<file path="src/rtl/tape_sched_pkg.sv">
package tape_sched_pkg;
  // classification of one read-after-write verdict
  typedef enum logic [2:0] {
    VD_NONE   = 3'd0,
    VD_PASS   = 3'd1,
    VD_FAIL   = 3'd2,
    VD_IGNORE = 3'd3,
    VD_BAD    = 3'd4
  } verdict_e;

  // decision taken for one block slot
  typedef enum logic [2:0] {
    PICK_NONE   = 3'd0,
    PICK_OLDER  = 3'd1,
    PICK_NEWER  = 3'd2,
    PICK_FRESH  = 3'd3,
    PICK_REPEAT = 3'd4
  } pick_e;
endpackage

</file>
<file path="src/rtl/tape_verdict_sort.sv">
module tape_verdict_sort
  import tape_sched_pkg::*;
#(
  parameter int BLK_W = 16
) (
  input  logic             pass_i,
  input  logic             fail_i,
  input  logic [BLK_W-1:0] tag_i,
  input  logic             older_vld_i,
  input  logic [BLK_W-1:0] older_blk_i,
  input  logic             newer_vld_i,
  input  logic [BLK_W-1:0] newer_blk_i,
  output verdict_e         verdict_o
);
  logic hit_older, hit_newer, any_v, both_v;

  always_comb begin
    hit_older = older_vld_i && (tag_i == older_blk_i);
    hit_newer = newer_vld_i && (tag_i == newer_blk_i);
    any_v     = pass_i || fail_i;
    both_v    = pass_i && fail_i;
    if (!any_v)                    verdict_o = VD_NONE;
    else if (both_v)               verdict_o = VD_BAD;
    else if (hit_older && pass_i)  verdict_o = VD_PASS;
    else if (hit_older)            verdict_o = VD_FAIL;
    else if (hit_newer)            verdict_o = VD_IGNORE;
    else                           verdict_o = VD_BAD;
  end
endmodule

</file>
<file path="src/rtl/tape_retry_ctr.sv">
module tape_retry_ctr #(
  parameter int MAX_TRIES = 16,
  parameter int CNT_W     = $clog2(MAX_TRIES + 1)
) (
  input  logic             clk,
  input  logic             rst,
  input  logic             pass_i,
  input  logic             fail_i,
  output logic [CNT_W-1:0] cnt_o,
  output logic             hard_o,
  output logic             exhaust_o
);
  localparam logic [CNT_W-1:0] LAST = CNT_W'(MAX_TRIES - 1);

  assign exhaust_o = fail_i && !hard_o && (cnt_o == LAST);

  always_ff @(posedge clk) begin
    if (rst) begin
      cnt_o  <= '0;
      hard_o <= 1'b0;
    end else begin
      if (pass_i)                cnt_o <= '0;
      else if (fail_i && !hard_o) cnt_o <= cnt_o + CNT_W'(1);
      if (exhaust_o) hard_o <= 1'b1;
    end
  end


  hard_sticky_chk: assert property (@(posedge clk) disable iff (rst)
    hard_o |=> hard_o);

  cnt_bound_chk: assert property (@(posedge clk) disable iff (rst)
    cnt_o <= CNT_W'(MAX_TRIES));

  pass_clears_chk: assert property (@(posedge clk) disable iff (rst)
    pass_i |=> (cnt_o == '0));

  fail_counts_chk: assert property (@(posedge clk) disable iff (rst)
    (fail_i && !pass_i && !hard_o) |=> (cnt_o == $past(cnt_o) + CNT_W'(1)));
endmodule

</file>
<file path="src/rtl/tape_rewrite_sched.sv">
module tape_rewrite_sched
  import tape_sched_pkg::*;
#(
  parameter int BLK_W     = 16,
  parameter int MAX_TRIES = 16,
  parameter int CNT_W     = $clog2(MAX_TRIES + 1)
) (
  input  logic             clk,
  input  logic             rst,
  input  logic             slot_req,
  input  logic             data_rdy,
  input  logic [BLK_W-1:0] data_blk,
  input  logic             write_end,
  input  logic             crc_pass,
  input  logic             crc_fail,
  input  logic [BLK_W-1:0] crc_tag,
  output logic             issue_vld,
  output logic [BLK_W-1:0] issue_blk,
  output logic             issue_rewrite,
  output logic [CNT_W-1:0] retry_cnt,
  output logic             hard_err,
  output logic             proto_err
);
  // outstanding-block state
  logic             older_vld, newer_vld;
  logic [BLK_W-1:0] older_blk, newer_blk;
  logic             redo_older, redo_newer;

  verdict_e verdict;
  logic     exhaust;

  tape_verdict_sort #(.BLK_W(BLK_W)) i_sort (
    .pass_i      (crc_pass),
    .fail_i      (crc_fail),
    .tag_i       (crc_tag),
    .older_vld_i (older_vld),
    .older_blk_i (older_blk),
    .newer_vld_i (newer_vld),
    .newer_blk_i (newer_blk),
    .verdict_o   (verdict)
  );

  tape_retry_ctr #(.MAX_TRIES(MAX_TRIES), .CNT_W(CNT_W)) i_retry (
    .clk       (clk),
    .rst       (rst),
    .pass_i    (verdict == VD_PASS),
    .fail_i    (verdict == VD_FAIL),
    .cnt_o     (retry_cnt),
    .hard_o    (hard_err),
    .exhaust_o (exhaust)
  );

  // state after the verdict of this cycle, then after the slot decision
  logic             v_ovld, v_nvld, v_rdo, v_rdn;
  logic [BLK_W-1:0] v_oblk, v_nblk;
  logic             n_ovld, n_nvld, n_rdo, n_rdn;
  logic [BLK_W-1:0] n_oblk, n_nblk;
  pick_e            pick;
  logic [BLK_W-1:0] pick_blk;

  always_comb begin
    v_ovld = older_vld;  v_oblk = older_blk;
    v_nvld = newer_vld;  v_nblk = newer_blk;
    v_rdo  = redo_older; v_rdn  = redo_newer;
    if (verdict == VD_PASS) begin
      v_ovld = newer_vld;
      v_oblk = newer_blk;
      v_nvld = 1'b0;
      v_rdo  = redo_newer;
      v_rdn  = 1'b0;
    end else if (verdict == VD_FAIL && !exhaust) begin
      v_rdo  = 1'b1;
      v_rdn  = 1'b0;
    end

    n_ovld = v_ovld; n_oblk = v_oblk;
    n_nvld = v_nvld; n_nblk = v_nblk;
    n_rdo  = v_rdo;  n_rdn  = v_rdn;
    pick     = PICK_NONE;
    pick_blk = '0;

    if (slot_req && !hard_err && !exhaust) begin
      if (v_rdo) begin
        pick     = PICK_OLDER;
        pick_blk = v_oblk;
        n_rdo    = 1'b0;
        n_rdn    = v_nvld;
      end else if (v_rdn) begin
        pick     = PICK_NEWER;
        pick_blk = v_nblk;
        n_rdn    = 1'b0;
      end else if (data_rdy && !v_nvld) begin
        pick     = PICK_FRESH;
        pick_blk = data_blk;
        if (v_ovld) begin
          n_nvld = 1'b1;
          n_nblk = data_blk;
        end else begin
          n_ovld = 1'b1;
          n_oblk = data_blk;
        end
      end else if (write_end && !data_rdy) begin
        if (v_nvld) begin
          pick     = PICK_REPEAT;
          pick_blk = v_nblk;
        end else if (v_ovld) begin
          pick     = PICK_REPEAT;
          pick_blk = v_oblk;
        end
      end
    end
  end

  always_ff @(posedge clk) begin
    if (rst) begin
      older_vld     <= 1'b0;
      newer_vld     <= 1'b0;
      older_blk     <= '0;
      newer_blk     <= '0;
      redo_older    <= 1'b0;
      redo_newer    <= 1'b0;
      issue_vld     <= 1'b0;
      issue_blk     <= '0;
      issue_rewrite <= 1'b0;
      proto_err     <= 1'b0;
    end else begin
      older_vld     <= n_ovld;
      newer_vld     <= n_nvld;
      older_blk     <= n_oblk;
      newer_blk     <= n_nblk;
      redo_older    <= n_rdo;
      redo_newer    <= n_rdn;
      issue_vld     <= (pick != PICK_NONE);
      issue_blk     <= pick_blk;
      issue_rewrite <= (pick != PICK_NONE) && (pick != PICK_FRESH);
      proto_err     <= (verdict == VD_BAD);
    end
  end


  hard_blocks_issue_chk: assert property (@(posedge clk) disable iff (rst)
    hard_err |-> !issue_vld);

  fresh_needs_data_chk: assert property (@(posedge clk) disable iff (rst)
    (issue_vld && !issue_rewrite) |-> $past(data_rdy && slot_req));

  proto_needs_verdict_chk: assert property (@(posedge clk) disable iff (rst)
    proto_err |-> $past(crc_pass || crc_fail));

  two_open_limit_chk: assert property (@(posedge clk) disable iff (rst)
    !(newer_vld && !older_vld));

  issue_needs_slot_chk: assert property (@(posedge clk) disable iff (rst)
    issue_vld |-> $past(slot_req));
endmodule

</file>
<file path="config.mk">
export PLATFORM = sky130hd
export DESIGN_NAME = tape_rewrite_sched
export DESIGN_NICKNAME = d
export VERILOG_FILES = /design/src/rtl/tape_sched_pkg.sv /design/src/rtl/tape_verdict_sort.sv /design/src/rtl/tape_retry_ctr.sv /design/src/rtl/tape_rewrite_sched.sv
export SDC_FILE = /design/constraint.sdc
export NUM_CORES = 1
export LEC_CHECK = 0
export BUFFER_PORTS_ARGS = -buffer_cell sky130_fd_sc_hd__buf_4
export CORE_MARGIN = 2
export CORE_UTILIZATION = 49
export CTS_CLUSTER_SIZE = 20
export DETAILED_ROUTE_END_ITERATION = 8
export GPL_ROUTABILITY_DRIVEN = 0
export GPL_TIMING_DRIVEN = 0
export PLACE_DENSITY_LB_ADDON = 0.2
export SKIP_LAST_GASP = 1
export SYNTH_ARGS = -nofsm -noshare
export SYNTH_HDL_FRONTEND = slang
export SYNTH_SLANG_ARGS = --single-unit
</file>
<file path="constraint.sdc">
create_clock -name clk -period 4 [get_ports clk]
set_input_delay 0.4 -clock clk [delete_from_list [all_inputs] [get_ports clk]]
set_output_delay 0.4 -clock clk [all_outputs]
set_load 0.005 [all_outputs]
</file>
# ---- Yosys cells after proc, flatten, opt, wreduce, memory -nomap -nowiden
# Cells that the tools add are included.
dict set report word_totals {
  regBits 61
  latch_bits 0
  ram_bits 0
  mem_bits_ro 0
  in_bits 39
  out_inout_bits 25
  mem_count 0
}
dict set report classes {
  add_sub_neg 1
  n_mul 0
  n_div 0
  order_cmp 0
  eq_ne 7
  shifts 0
  mux 41
  n_bitwise 3
  reduce_logical 22
}
# cell n
set ops {}
lappend ops {{$mux W16} 12}
lappend ops {{$mux W3} 12}
lappend ops {{$eq A16 B16 Y1} 2}
lappend ops {{$mux W1} 17}
lappend ops {{$logic_and A1 B1 Y1} 12}
lappend ops {{$reduce_or A2 Y1} 3}
lappend ops {{$add A5 B1 Y5 const B} 1}
lappend ops {{$eq A5 B4 Y1 const B} 1}
lappend ops {{$reduce_and A5 Y1} 1}
lappend ops {{$logic_not A1 Y1} 4}
lappend ops {{$eq A3 B1 Y1 const B} 1}
lappend ops {{$eq A3 B2 Y1 const B} 1}
lappend ops {{$eq A3 B3 Y1 const B} 1}
lappend ops {{$ne A3 B2 Y1 const B} 1}
lappend ops {{$not A1 Y1} 3}
lappend ops {{$reduce_bool A3 Y1} 1}
lappend ops {{$logic_or A1 B1 Y1} 1}

# ---- Depth between registers and ports, before layout
dict set report depth {
  word_depth 19
  ltp_mapped 11
}

# ---- Hierarchy
# A second synthesis with hierarchy kept.
dict set report hier_totals {
  cells_unflattened 334
  area_unflattened_um2 3116.7
}
# mod instances cells_per_inst area_each_um2 seq_area_each_um2
set by_module_without_submodules {}
lappend by_module_without_submodules {tape_rewrite_sched 1 253 2424.8 1101.1}
lappend by_module_without_submodules {tape_verdict_sort 1 51 424.2 0.0}
lappend by_module_without_submodules {tape_retry_ctr 1 30 267.8 120.1}

# ---- Worst setup path before layout
# Ideal clock, no wire load.
dict set report synth_timing {
  path_type {input -> register}
  from {input crc_tag[2]}
  to {register issue_blk[0]}
  t_arrival_ns 2.543
  required_time_ns 3.873
  setup_slack_ns 1.330
  cell_stages 9
  path_buffers 2
  path_cell_list {inv_1 > a222oi_1 > nand4_1 > or4_1 > buf_4 > o22a_1 > a22oi_2 > buf_2 > o211ai_1}
}
dict set report synth_via {
  elab_chain_len 16
}
# element line
set synth_lines {}
lappend synth_lines {{start, declared} tape_rewrite_sched.sv:16} ;# input logic [BLK_W-1:0] crc_tag,
lappend synth_lines {{$eq A16 B16 Y1} tape_verdict_sort.sv:19} ;# hit_newer = newer_vld_i && (tag_i == newer_blk_i);
lappend synth_lines {{$logic_and A1 B1 Y1} tape_verdict_sort.sv:19}
lappend synth_lines {{$mux W3} tape_verdict_sort.sv:26} ;# else if (hit_newer) verdict_o = VD_IGNORE;
lappend synth_lines {{$mux W3} tape_verdict_sort.sv:25} ;# else if (hit_older) verdict_o = VD_FAIL;
lappend synth_lines {{$mux W3 (*)} tape_verdict_sort.sv:24} ;# else if (hit_older && pass_i) verdict_o = VD_PASS;
lappend synth_lines {{$mux W3 (*)} tape_verdict_sort.sv:23} ;# else if (both_v) verdict_o = VD_BAD;
lappend synth_lines {{$mux W3 (*)} tape_verdict_sort.sv:22} ;# if (!any_v) verdict_o = VD_NONE;
lappend synth_lines {{parallel branches: the longest is 9 deep, another holds $mux W16} --}
lappend synth_lines {{end signal, assigned} tape_rewrite_sched.sv:134} ;# issue_blk <= pick_blk;
lappend synth_lines {{end, declared} tape_rewrite_sched.sv:18} ;# output logic [BLK_W-1:0] issue_blk,
# Every way passes the cells marked *.
# A chain may end at the register's enable or synchronous reset.

# ---- Worst setup path after layout
dict set report layout_timing {
  from {register older_vld}
  to {register issue_blk[6]}
}
dict set report layout_via {
  elab_chain_len 14
}
# element line
set layout_lines {}
lappend layout_lines {{start, declared} tape_rewrite_sched.sv:25} ;# logic older_vld, newer_vld;
lappend layout_lines {{start signal, assigned} tape_rewrite_sched.sv:127} ;# older_vld <= n_ovld;
lappend layout_lines {{parallel branches: the longest is 14 deep, another holds $mux W16} --}
# Parallel ways; which one is timed is not known.

==> metrics.md <==
| Metric | Value |
|---|---|
| Status | finished clean |
| Layout cell share with drive strength beyond 1 | around a quarter |
| Die area | 7454 um2 |
| Seq/Total Area, Yosys | 36.76% |
| Remaining global-route overflow | 0 |
| Height of the die | 86.34 um |
| Hold Path Depth | 3 |
| Pre-CTS setup slack | 0.6110 ns |
| Launch point of the worst hold path | data_blk[2] |
| Commonest cells after routing, fill and taps aside | buf_4 (64), dfxtp_1 (61), mux2i_1 (43) |
| Netlist cell types | 52 |
| Cell count after synthesis | 364 |
| Vias per inst | 5.842 |
| Starting Density | 49.72% |
| Total of max-cap violations | 0 |
| Post-CTS Resized | 0 |
| Final hold violations | 0 |
| DRC Markers | 0 |
| Synthesized area per cell | about 9.1 um2 |
| GRT Total Usage | 25.81% |
| Cell Pwr Density | about 320 nW/um2 |
| HPWL Detailed | 6776 um |
| Ys async rst share | 0% |
| Setup CP Type | register to register |
| Port Buffers | between 60 and 70 |
| Setup Skew | between 0.009 and 0.01 ns |
| Clock buffer depth | 2 |
| Worst Setup Slack, final | ~0.69 ns |
| CTS buffer count | 9 |
| Clock Root Buffer | clkbuf_8 |
| WP data required | 4.21 ns |
| IO Pins | 64 |
| First-pass GRT wire length | between 10,000 and 15,000 um |
| Fin crit period | 3.308 ns |
| Hold-fix buffers, CTS | 0 |
| Worst slew pin tran | 1.107 ns |
| H-tree Lvls | 3 |
| Vias in the first global route | 2,965 |
| Worst R2R Start | older_vld$_SDFF_PP0_ |
| Synthesis-stage register bit count | 61 |
| Clock sinks | 61 |
| Tot Pwr | 1.280 mW |
| Routed Antenna Nets | 0 |
| Die width | 86.34 um |
| Finished Core Util | 60.58% |
| Placeable core area | 6681 um2 |
| Clock-pin slew on the worst setup and hold paths | 0.07 ns |
| Area grow syn2layout | 21.85% |
| Vias | 3,038 |
| Hold Path Class | input pin to register |
| Worst Path Max Fanout | 10 |
| Hold slack | approximately 0.32 ns |
| 1st-pass router iterations | 5 |
| FP Rows | 30 |
| Startpoint Class | register |
| Reg-to-reg slack, setup | 0.69 ns |
| Static leakage | 1.647 nW |
| Final worst-path cycle share | 82.69% |
| Postcts setup bufs | 0 |
| Slew headroom | around a quarter |
| Post-synth EDFFs | 0 |
| Commonest non-fill, non-tap cell in the layout | buf_4 |
| Setup TNS | 0 ns |
| Most frequent CP cell | buf_2 |
| Nets | ~480 |
| Top FF cell, synth | dfxtp_1 |
| Initial antenna violation count | 0 |
| Worst skew pair latency | 0.34 ns |
| Max Slew Vio Count | 0 |
| Final WL | approximately 9300 um |
| DR iter-0 viols | 232 |
| RSZ-0062 raised after global routing | no |
| Crit-path max cell delay | 0.52 ns |
| Final setup violation count | 0 |
| Fmax | between 0.3 and 0.4 GHz |
| Reg2Reg Depth | 8 |
| Netlist Area Pre-Place | 3322 um2 |
| Worst-path cell chain | o21ai_1 -> or4_1 -> buf_2 -> nor4_2 -> nor2_1 -> a22oi_2 -> buf_2 -> o211ai_1 |
| Fill cells | 614 |
| Worst EP arrival | roughly 3.5 ns |
| Drt wl/cell | 17.90 um |
| RR Endpoint | issue_blk[6]$_SDFF_PP0_ |
| Ys Warns | 0 |
| TritonCTS clock tree | built |
| VDD IR-drop max | 0.0002135 V |
| Nature of the critical path endpoint | register |
| Pin count of the biggest net entering global routing | 11 |
| Diode count | 0 |
| Hold Path Sink | issue_blk[2]$_SDFF_PP0_ |
| CP max-delay cell | or4_1 |
| Post-Syn Nets | 405 |
==> synthesized netlist by cell type, types with 7 or more instances <==
master / n / area (um2)
dfxtp_1: 61 / 1221
mux2i_1: 43 / 430.4
nand2b_1: 41 / 256.5
nand3_1: 24 / 120.1
xnor2_1: 24 / 210.2
nand2_1: 21 / 78.83
o211ai_1: 16 / 120.1
nand4_1: 15 / 93.84
inv_1: 12 / 45.04
or2_2: 11 / 68.82
clkbuf_1: 10 / 37.54
nor3_1: 7 / 35.03
==> cell families (layout without fill, tap and decap cells) <==
logic type	after synthesis	count (layout)	share of synthesized area [%]
xor+xnor	27	27	7.119
compound gates	53	53	12.39
flops	61	61	36.76
mux	43	43	12.96
simple gates	144	144	25.20
fa+ha+maj	2	2	0.7532
buf+inv	34	110	4.821
==> stage by stage <==
stage | instances | area (um2)
2_1_floorplan | 364 | 3322
3_3_place_gp | 507 | 3895
3_5_place_dp | 507 | 3895
4_1_cts | 520 | 4048
5_1_grt | 520 | 4048
6_report | 520 | 4048
==> state kept, by name, summed over array words and instances (netlist names), 5 cells and up <==
signal,cells
issue_blk,16
i_retry.cnt_o,5
newer_blk,16
older_blk,16
==> power breakdown <==
group	internal, mW	switching, mW	total (mW)
Clock	0.228	0.234	0.461
Sequential	0.627	0.0138	0.640
Combinational	0.0873	0.0915	0.179
Total	0.942	0.339	1.28
==> worst max-delay path, delay by kind of cell (launching register included) <==
kind	cells	cell delay [ns]
buffers and inverters	2	0.56
AND/OR/NAND/NOR	3	1.38
AO/OA/AOI/OAI	3	0.75
flip-flops	1	0.50
==> cell type report <==
type	count	area, um2	area share [%]
Multi-Input combinational cell	269	1941	47.94
Sequential cell	61	1221	30.17
Timing Repair Buffer	63	473.0	11.68
Clock buffer	10	137.6	3.400
Buffer	22	115.1	2.844
Tap cell	80	100.1	2.473
Inverter	12	45.04	1.113
Clock inverter	3	15.01	0.3709
==> per-layer routing <==
metal	routed length, um	track usage, %	vias to the layer above
li1	-	-	1454
met1	4202	35.41	1453
met2	4344	40.35	111
met3	590	5.905	20
met4	168	8.239	0
met5	0	0	-
==> worst max path at each step <==
stage / endpoint / slack [ns] / depth (start not counted) / startpoint
4_1_cts: issue_blk[6]$_SDFF_PP0_ / 0.72 / 8 / older_vld$_SDFF_PP0_
2_1_floorplan: issue_blk[0]$_SDFF_PP0_ / 1.33 / 9 / crc_tag[2]
3_5_place_dp: issue_blk[6]$_SDFF_PP0_ / 0.61 / 10 / crc_tag[5]
3_3_place_gp: issue_blk[6]$_SDFF_PP0_ / 0.62 / 10 / crc_tag[5]
5_1_grt: issue_blk[5]$_SDFF_PP0_ / 0.52 / 8 / older_blk[4]$_SDFF_PP0_
6_report: issue_blk[6]$_SDFF_PP0_ / 0.69 / 8 / older_vld$_SDFF_PP0_
Note: power is estimated with default switching activity, not from simulation.
